$ cat src/rtl/cpu_pkg.sv
package cpu_pkg;

    localparam int INSTR_W = 16;

    typedef enum logic [2:0] {
        ST_FETCH_HI,
        ST_FETCH_LO,
        ST_DECODE,
        ST_EXEC,
        ST_HALT
    } phase_t;

    localparam logic [3:0] OPC_LDM  = 4'h1;
    localparam logic [3:0] OPC_LDI  = 4'h2;
    localparam logic [3:0] OPC_STM  = 4'h3;
    localparam logic [3:0] OPC_MOV  = 4'h4;
    localparam logic [3:0] OPC_ADD  = 4'h5;
    localparam logic [3:0] OPC_OR   = 4'h7;
    localparam logic [3:0] OPC_AND  = 4'h8;
    localparam logic [3:0] OPC_XOR  = 4'h9;
    localparam logic [3:0] OPC_ROR  = 4'hA;
    localparam logic [3:0] OPC_JEQ  = 4'hB;
    localparam logic [3:0] OPC_HALT = 4'hC;

    function automatic logic opc_defined(input logic [3:0] opc);
        return (opc inside {OPC_LDM, OPC_LDI, OPC_STM, OPC_MOV, OPC_ADD, OPC_OR,
                            OPC_AND, OPC_XOR, OPC_ROR, OPC_JEQ, OPC_HALT});
    endfunction

endpackage

$ cat src/rtl/cpu_mem.sv
module cpu_mem #(
    parameter int ADDR_W = 8,
    parameter int DATA_W = 8
) (
    input  logic              clk,
    input  logic              we,
    input  logic [ADDR_W-1:0] waddr,
    input  logic [DATA_W-1:0] wdata,
    input  logic [ADDR_W-1:0] raddr,
    output logic [DATA_W-1:0] rdata,
    input  logic [ADDR_W-1:0] dbg_addr,
    output logic [DATA_W-1:0] dbg_data
);
    localparam int DEPTH = 1 << ADDR_W;

    logic [DATA_W-1:0] cells [DEPTH];

    always_ff @(posedge clk) begin
        if (we) begin
            cells[waddr] <= wdata;
        end
    end

    assign rdata    = cells[raddr];
    assign dbg_data = cells[dbg_addr];
endmodule

$ cat src/rtl/cpu_regfile.sv
module cpu_regfile #(
    parameter int SEL_W  = 4,
    parameter int DATA_W = 8
) (
    input  logic              clk,
    input  logic              rst,
    input  logic              we,
    input  logic [SEL_W-1:0]  waddr,
    input  logic [DATA_W-1:0] wdata,
    input  logic [SEL_W-1:0]  a_sel,
    output logic [DATA_W-1:0] a_data,
    input  logic [SEL_W-1:0]  b_sel,
    output logic [DATA_W-1:0] b_data,
    input  logic [SEL_W-1:0]  dbg_sel,
    output logic [DATA_W-1:0] dbg_data
);
    localparam int NREG = 1 << SEL_W;

    logic [DATA_W-1:0] regs [NREG];

    always_ff @(posedge clk) begin
        if (rst) begin
            for (int i = 0; i < NREG; i++) begin
                regs[i] <= '0;
            end
        end else if (we) begin
            regs[waddr] <= wdata;
        end
    end

    assign a_data   = regs[a_sel];
    assign b_data   = regs[b_sel];
    assign dbg_data = regs[dbg_sel];
endmodule

$ cat src/rtl/cpu_alu.sv
module cpu_alu #(
    parameter int DATA_W = 8
) (
    input  logic [3:0]        opc,
    input  logic [DATA_W-1:0] a,
    input  logic [DATA_W-1:0] b,
    input  logic [3:0]        amt_field,
    output logic [DATA_W-1:0] y
);
    import cpu_pkg::*;

    localparam int SH_W = $clog2(DATA_W);

    logic [SH_W-1:0]     amt;
    logic [2*DATA_W-1:0] doubled;

    assign amt     = amt_field[SH_W-1:0];
    assign doubled = {a, a} >> amt;

    always_comb begin
        unique case (opc)
            OPC_ADD: y = a + b;
            OPC_OR:  y = a | b;
            OPC_AND: y = a & b;
            OPC_XOR: y = a ^ b;
            OPC_ROR: y = doubled[DATA_W-1:0];
            default: y = a;
        endcase
    end
endmodule

$ cat src/rtl/tiny_cpu.sv
module tiny_cpu
    import cpu_pkg::*;
#(
    parameter int DATA_W = 8,
    parameter int ADDR_W = 8,
    parameter int REG_AW = 4
) (
    input  logic              clk,
    input  logic              rst,
    output logic              halted,
    output logic              illegal,
    input  logic              load_en,
    input  logic [ADDR_W-1:0] load_addr,
    input  logic [DATA_W-1:0] load_data,
    input  logic [REG_AW-1:0] dbg_reg_sel,
    output logic [DATA_W-1:0] dbg_reg_data,
    input  logic [ADDR_W-1:0] dbg_mem_addr,
    output logic [DATA_W-1:0] dbg_mem_data
);
    localparam int IR_W = 2 * DATA_W;

    phase_t state_q, state_d;

    logic [ADDR_W-1:0] pc_q;
    logic [IR_W-1:0]   ir_q;
    logic [3:0]        opc_q;
    logic              illegal_q;

    logic [REG_AW-1:0] fld_r, fld_s, fld_t;
    logic [DATA_W-1:0] fld_imm;

    logic [ADDR_W-1:0] mem_raddr, mem_waddr;
    logic [DATA_W-1:0] mem_rdata, mem_wdata;
    logic              mem_we;

    logic [REG_AW-1:0] rf_a_sel, rf_b_sel, rf_waddr;
    logic [DATA_W-1:0] rf_a, rf_b, rf_wdata, alu_y;
    logic              rf_we;
    logic              in_exec, stop_now;

    assign fld_r   = ir_q[11:8];
    assign fld_s   = ir_q[7:4];
    assign fld_t   = ir_q[3:0];
    assign fld_imm = ir_q[7:0];
    assign in_exec = (state_q == ST_EXEC);
    assign stop_now = (opc_q == OPC_HALT) || !opc_defined(opc_q);

    // Memory address selection by phase
    always_comb begin
        unique case (state_q)
            ST_FETCH_HI: mem_raddr = pc_q;
            ST_FETCH_LO: mem_raddr = pc_q + ADDR_W'(1);
            default:     mem_raddr = fld_imm;
        endcase
    end

    assign mem_we    = load_en || (in_exec && opc_q == OPC_STM);
    assign mem_waddr = load_en ? load_addr : fld_imm;
    assign mem_wdata = load_en ? load_data : rf_a;

    // Register operand selection
    assign rf_a_sel = (opc_q == OPC_MOV || opc_q == OPC_ADD || opc_q == OPC_OR ||
                       opc_q == OPC_AND || opc_q == OPC_XOR) ? fld_s : fld_r;
    assign rf_b_sel = (opc_q == OPC_JEQ) ? '0 : fld_t;

    always_comb begin
        rf_we    = 1'b0;
        rf_waddr = fld_r;
        rf_wdata = alu_y;
        if (in_exec) begin
            unique case (opc_q)
                OPC_LDM: begin rf_we = 1'b1; rf_wdata = mem_rdata; end
                OPC_LDI: begin rf_we = 1'b1; rf_wdata = fld_imm; end
                OPC_MOV: begin rf_we = 1'b1; rf_waddr = fld_t; rf_wdata = rf_a; end
                OPC_ADD, OPC_OR, OPC_AND, OPC_XOR, OPC_ROR: rf_we = 1'b1;
                default: rf_we = 1'b0;
            endcase
        end
    end

    cpu_mem #(.ADDR_W(ADDR_W), .DATA_W(DATA_W)) u_mem (
        .clk(clk), .we(mem_we), .waddr(mem_waddr), .wdata(mem_wdata),
        .raddr(mem_raddr), .rdata(mem_rdata),
        .dbg_addr(dbg_mem_addr), .dbg_data(dbg_mem_data)
    );

    cpu_regfile #(.SEL_W(REG_AW), .DATA_W(DATA_W)) u_rf (
        .clk(clk), .rst(rst), .we(rf_we), .waddr(rf_waddr), .wdata(rf_wdata),
        .a_sel(rf_a_sel), .a_data(rf_a), .b_sel(rf_b_sel), .b_data(rf_b),
        .dbg_sel(dbg_reg_sel), .dbg_data(dbg_reg_data)
    );

    cpu_alu #(.DATA_W(DATA_W)) u_alu (
        .opc(opc_q), .a(rf_a), .b(rf_b), .amt_field(fld_t), .y(alu_y)
    );

    // Next-state logic
    always_comb begin
        unique case (state_q)
            ST_FETCH_HI: state_d = ST_FETCH_LO;
            ST_FETCH_LO: state_d = ST_DECODE;
            ST_DECODE:   state_d = ST_EXEC;
            ST_EXEC:     state_d = stop_now ? ST_HALT : ST_FETCH_HI;
            default:     state_d = ST_HALT;
        endcase
    end

    // State register
    always_ff @(posedge clk) begin
        if (rst) state_q <= ST_FETCH_HI;
        else     state_q <= state_d;
    end

    // Datapath registers
    always_ff @(posedge clk) begin
        if (rst) begin
            pc_q      <= '0;
            ir_q      <= '0;
            opc_q     <= '0;
            illegal_q <= 1'b0;
        end else begin
            unique case (state_q)
                ST_FETCH_HI: ir_q[IR_W-1:DATA_W] <= mem_rdata;
                ST_FETCH_LO: begin
                    ir_q[DATA_W-1:0] <= mem_rdata;
                    pc_q             <= pc_q + ADDR_W'(2);
                end
                ST_DECODE:   opc_q <= ir_q[IR_W-1 -: 4];
                ST_EXEC: begin
                    if (opc_q == OPC_JEQ && rf_a == rf_b) pc_q <= fld_imm;
                    if (!opc_defined(opc_q)) illegal_q <= 1'b1;
                end
                default: ;
            endcase
        end
    end

    assign halted  = (state_q == ST_HALT);
    assign illegal = illegal_q;
endmodule

$ cat config.mk
export PLATFORM = sky130hd
export DESIGN_NAME = tiny_cpu
export DESIGN_NICKNAME = d
export VERILOG_FILES = /design/src/rtl/cpu_pkg.sv /design/src/rtl/cpu_mem.sv /design/src/rtl/cpu_regfile.sv /design/src/rtl/cpu_alu.sv /design/src/rtl/tiny_cpu.sv
export SDC_FILE = /design/constraint.sdc
export NUM_CORES = 2
export LEC_CHECK = 0
export BUFFER_PORTS_ARGS = -buffer_cell sky130_fd_sc_hd__buf_4
export CORE_AREA = 2 2 797 402
export CTS_CLUSTER_DIAMETER = 100
export CTS_CLUSTER_SIZE = 14
export DETAILED_ROUTE_END_ITERATION = 10
export DIE_AREA = 0 0 799 404
export PLACE_DENSITY = 0.58
export SETUP_SLACK_MARGIN = 0.3
export SLEW_MARGIN = 0
export SYNTH_ARGS = -nofsm -noshare
export SYNTH_HDL_FRONTEND = slang
export SYNTH_SLANG_ARGS = --single-unit
$ cat constraint.sdc
create_clock -name clk -period 20.3 [get_ports clk]
set_input_delay 4.06 -clock clk [delete_from_list [all_inputs] [get_ports clk]]
set_output_delay 4.06 -clock clk [all_outputs]
set_load 0.02 [all_outputs]
# ---- Word level (Yosys, flattened, before mapping)
# Memory sizes are Yosys's and may differ from the RTL's.
# Index checks and enable logic that the tools add are counted.
dict set report totals {
  latchBits 0
  rom_bits 0
  memories 2
  in_bits 31
  reg_bits 32
  mem_bits_rw 2176
}
# name words width read_ports rd_ports_with_merged_regs write_ports line_no
set mem_list {}
lappend mem_list {u_mem.cells 256 8 2 0 1 cpu_mem.sv:16} ;# logic [DATA_W-1:0] cells [DEPTH];
lappend mem_list {u_rf.regs 16 8 3 0 16 cpu_regfile.sv:19} ;# logic [DATA_W-1:0] regs [NREG];
dict set report classes {
  n_bitwise 4
  n_addsub 3
  n_mux 26
  eq_ne 17
  multipliers 0
  magnitude_cmp 0
  n_reduce_logical 16
  shift 1
  div_mod_pow 0
}
# operator count
set op_table {}
lappend op_table {{2-to-1 mux 8 bit} 5}
lappend op_table {{case mux 8 bit (5 select lines)} 1}
lappend op_table {{case mux 8 bit (2 select lines)} 2}
lappend op_table {{case mux 8 bit (3 select lines)} 1}
lappend op_table {{equality test 4 bit (second input constant)} 5}
lappend op_table {{2-to-1 mux 4 bit} 5}
lappend op_table {{OR reduction 8 bit} 2}
lappend op_table {{>> shifter 16 x 3 -> 8 bit} 1}
lappend op_table {{equality test 4 x 3 -> 1 bit (second input constant)} 3}
lappend op_table {{case mux 3 bit (4 select lines)} 1}
lappend op_table {{nonzero test 11 bit} 1}
lappend op_table {{2-to-1 mux 1 bit} 10}
lappend op_table {{adder 8 x 1 -> 8 bit (second input constant)} 1}
lappend op_table {{adder 8 x 2 -> 8 bit (second input constant)} 1}
lappend op_table {{adder 8 bit} 1}
lappend op_table {{AND 8 bit} 1}
lappend op_table {{equality test 4 x 2 -> 1 bit (second input constant)} 2}
lappend op_table {{equality test 8 bit} 1}
lappend op_table {{bitwise OR 8 bit} 1}
lappend op_table {{bitwise XOR 8 bit} 1}
lappend op_table {{equality test 3 x 2 -> 1 bit (second input constant)} 2}
lappend op_table {{logical OR 1 bit} 6}
lappend op_table {{equality test 4 x 1 -> 1 bit (second input constant)} 1}
lappend op_table {{AND reduction 2 bit} 2}
lappend op_table {{9 further kinds} 10}

# ---- Logic depth before layout (Yosys ltp)
# An unclocked memory read counts as a cell.
dict set report depth {
  word_depth 12
  ltp_mapped 21
}

# ---- By module
# A second synthesis with hierarchy kept.
dict set report unflattened {
  hier_cells 5809
  hier_area_um2 108052.4
}
# mod cells_per_inst instances area_per_inst_um2 seq_area_each_um2
set modules_own_cells {}
lappend modules_own_cells {cpu_mem 4831 1 96652.7 61499.0}
lappend modules_own_cells {cpu_regfile 515 1 7743.7 3843.7}
lappend modules_own_cells {tiny_cpu 305 1 2456.1 640.6}
lappend modules_own_cells {cpu_alu 158 1 1199.9 0.0}

# ---- Worst setup path after synthesis
# Ideal clock, no wire load.
dict set report synth_timing {
  path_kind {input -> register}
  startpoint {in load_en}
  endpoint {mem u_mem.cells[0][5], data pin}
  cell_stages 4
  required_ns 18.113
  path_buffers 3
  setup_ns 2.187
  slack_ns 3.523
  arrival_ns 14.590
  cell_sequence {clkbuf_1 > clkbuf_1 > clkbuf_1 > o21ai_0}
}
dict set report synth_via {
  elab_chain_len 1
}
# item line_no
set synth_lines {}
lappend synth_lines {{from (decl)} tiny_cpu.sv:12} ;# input logic load_en,
lappend synth_lines {{2-to-1 mux 8 bit} tiny_cpu.sv:59} ;# assign mem_wdata = load_en ? load_data : rf_a;
lappend synth_lines {{named net mem_wdata[5]} tiny_cpu.sv:33} ;# logic [DATA_W-1:0] mem_rdata, mem_wdata;
lappend synth_lines {{to (decl)} cpu_mem.sv:16}
# The timed path passes the listed nets, and every way through them passes these cells.

# ---- Final worst setup path
dict set report layout_timing {
  startpoint {in dbg_mem_addr[0]}
  endpoint {out dbg_mem_data[3]}
}
dict set report layout_via {
  elab_chain_len 1
}
# item line_no
set layout_lines {}
lappend layout_lines {{from (decl)} tiny_cpu.sv:17} ;# input logic [ADDR_W-1:0] dbg_mem_addr,
lappend layout_lines {{memory read (256 x 8 bit)} n/a}
lappend layout_lines {{to (decl)} tiny_cpu.sv:18} ;# output logic [DATA_W-1:0] dbg_mem_data
# No other way between the ends.

==> metrics.cfg <==
[place]
portBuffers = 48
placed_area_um2 = 115000
gp_congestion = 0.908
dpl.cell_count = 11417
hpwl_um = 253000
place_ws_ns = 7.24

[pwr]
power_density_nw_per_um2 = 113
p_int_uw = 8650
power_uw = 13600
vdd_drop_max_v = 0.000108
power_frac_comb = 0.326
netSwitchingFraction = 0.365
leakage_uw = 0.0384
power.net_switching_uw = 4970
p_seq_frac = 0.429
clockPowerShare = 0.245

[status]
status = complete, no violations

[synth]
syn-cell-area_um2 = 110000
synth_cell_types = 104
syn-instance-count = 7480
netlist_top_cells_count = 2176 x edfxtp_1, 1104 x nand2_1, 834 x mux4_2
avgSynthCellArea_um2 = 14.7
synth_top_area_share = 0.593
synth_seq_area_share = 0.599
synth_area_leaders = edfxtp_1 59%, mux4_2 17%, mux2i_1 4.7%
synthArstFlopShare = 0
syn-num-nets = 7529
synth_flop_cell = edfxtp_1
synth.most_common_cell = edfxtp_1
yosysTopAreaCell = edfxtp_1
synth_enable_flop_cells = 2176
ys_ff_latch = 2208
synth_warnings = 0

[timing]
rsz0062_at_grt = false
tightest_slew_ns = 1.45
fin_setup_tns_ns = 0
skew_ns = 0.105
setup_viol = 0
fin_crit_ns = 13.16
hold_violations = 0
worst_slack_ns = 7.14
slew_viol_final = 0
fmax_mhz = 76.0
max_slew_margin = 0.0256
period_share = 0.648

[route]
ant_nets = 0
first_iter_violations = 12056
via_count = 73515
drc = 0
viasPerCell = 6.31
totalWireLength_um = 394000
post_drt_wl_per_cell_um = 33.8
firstDrtPassIters = 6

[floorplanning]
core_um2 = 315000
dieArea_um2 = 323000
die_w_um = 799
ios = 49
initial_core_util = 0.349
std_cell_rows = 146
die_h_um = 404

[clock_network]
post_cts_buffers = 0
cts.sinks = 2208
ctsResizeCount = 0
numCtsBuffers = 186
ctsHoldBuffers = 0
clk_latency_ns = 0.91
cts.clk_slew.worst_paths_ns = 0.07
clockBufferDepth = 4
htreeDepth = 4
cts-root-buf = clkbuf_16
tritoncts = yes

[worst_setup_path]
cp_top_family = buffers and inverters
worstPathRequired_ns = 16.24
critPathMaxStageDelay_ns = 0.91
crit_path_end_kind = output port
crit_chain = buf_8 -> buf_4 -> buf_4 -> mux4_2 -> mux4_2 -> mux4_2 -> mux4_2 -> buf_4
cpMaxStageDelayCell = buf_4
path_common_cell = mux4_2
cp.arrival_ns = 9.10
crit_buf_inv = 4
start_kind = primary input
cp_max_fo = 80
worst-setup-path-type = in -> out

[global_routing]
grtUsageTotal = 0.237
grt_pass1_vias = 69681
grt_pass1_wl_um = 548000
antenna_found_initial = 19
grt_overflow_total = 0
grt_max_degree = 206

[cells_and_area]
fin_cells = 11657
layout-drive-gt1-share = 0.204
nFillCells = 29068
synthToLayoutAreaGrowth_pct = 9.32
design_area_um2 = 120000
layout.nets = 7437

[run]
cap_violations = 0

[worst_hold_path]
hold_path.class = reg -> reg

-- cells by family (layout without fill, tap and decap cells) --
logic type               Yosys count  in the layout  synth area share
other                              0             14                 0
multiplexers                    1435           1435             0.226
XOR/XNOR                           7              7          0.000556
flip-flops                      2208           2208             0.599
buffers and inverters            648            593            0.0274
AO/OA/AOI/OAI                    667            667            0.0433
adder cells (fa/ha/maj)           18             18           0.00204
AND/OR/NAND/NOR                 2497           2497             0.102
-- stage by stage --
stage / hold WS, ns / util
after global placement: 0.476 / 0.366
after CTS: 0.496 / 0.382
after floorplan: 0.454 / -
after global routing: 0.540 / 0.382
final: 0.489 / 0.382
after detailed placement: 0.482 / 0.366
-- flip-flops by register name (all words and copies together) (netlist names) --
signal / count
state_q: 3
opc_q: 4
illegal: 1
u_rf.regs: 128
u_mem.cells: 2048
ir_q: 16
pc_q: 8
-- final timing paths --
| kind | slack, ns | depth (start not counted) | end | start |
|---|---|---|---|---|
| setup / recovery | 7.14 | 8 | dbg_mem_data[3] | dbg_mem_addr[0] |
| hold / removal | 0.49 | 2 | ir_q[13] | ir_q[13] |
| setup reg to reg | 11.13 | 15 | u_rf.regs[6][1] | pc_q[0] |
| hold reg to reg | 0.49 | 2 | ir_q[13] | ir_q[13] |
-- cell type report --
| type | instances | area (um^2) | area share |
|---|---|---|---|
| Inverter | 59 | 221 | 0.00184 |
| Sequential cell | 2208 | 66000 | 0.548 |
| Clock inverter | 9 | 123 | 0.00102 |
| Antenna cell | 14 | 35.0 | 0.000291 |
| Tap cell | 4218 | 5280 | 0.0438 |
| Timing Repair Buffer | 309 | 2510 | 0.0208 |
| Clock buffer | 216 | 4790 | 0.0398 |
| Multi-Input combinational cell | 4624 | 41500 | 0.345 |
-- power by group through the flow --
stage                     clock [uW]  sequential [uW]  combinational, uW
after detailed placement           0             5940               4330
after floorplan                    0             6460               2620
final                           3330             5840               4440
after global placement             0             5940               4290
after global routing            3510             5840               4630
after CTS                       3360             5840               4340
-- cells in the final DEF (no fill, tap or decap), types with 23 or more instances in the layout --
| cell type | n |
|---|---|
| and3_1 | 54 |
| nor2b_1 | 27 |
| inv_1 | 56 |
| dfxtp_1 | 31 |
| o22ai_1 | 62 |
| clkbuf_16 | 187 |
| mux4_2 | 834 |
| nand3_1 | 534 |
| mux2_2 | 76 |
| nand2_1 | 1095 |
| nor3_1 | 29 |
| nor2_1 | 439 |
| o21ai_0 | 54 |
| a211oi_1 | 23 |
| clkbuf_1 | 29 |
| and2_1 | 78 |
| edfxtp_1 | 2176 |
| nor4_1 | 32 |
| a31oi_1 | 26 |
| mux2i_1 | 522 |
| o211ai_1 | 69 |
| nand2b_1 | 23 |
| a2111oi_0 | 34 |
| buf_4 | 292 |
| nand4_1 | 68 |
| a21oi_1 | 142 |
| a221oi_1 | 26 |
-- worst register-to-register path, stage by stage, from the launching register on --
cell      delay [ns]
dfxtp_1         0.51
ha_1            0.32
mux2i_4         0.71
buf_4           0.51
o21a_4          0.55
buf_4           0.72
buf_4           0.75
nand2_1         0.13
nand3_1         0.10
a21oi_1         0.09
nor4_1          0.80
a31oi_1         0.47
nor4_1          1.24
nand4_1         0.86
o221ai_2        0.99
nor2b_1         0.23
-- per-layer routing --
metal | wire [um] | part of all wire | vias up | track usage
li1 | - | - | 29347 | -
met1 | 152000 | 0.38 | 38096 | 0.320
met2 | 173000 | 0.44 | 5151 | 0.357
met3 | 47700 | 0.12 | 909 | 0.0651
met4 | 21800 | 0.055 | 12 | 0.110
met5 | 87 | 0.00022 | - | 0
Power figures use the tool's default switching activity.
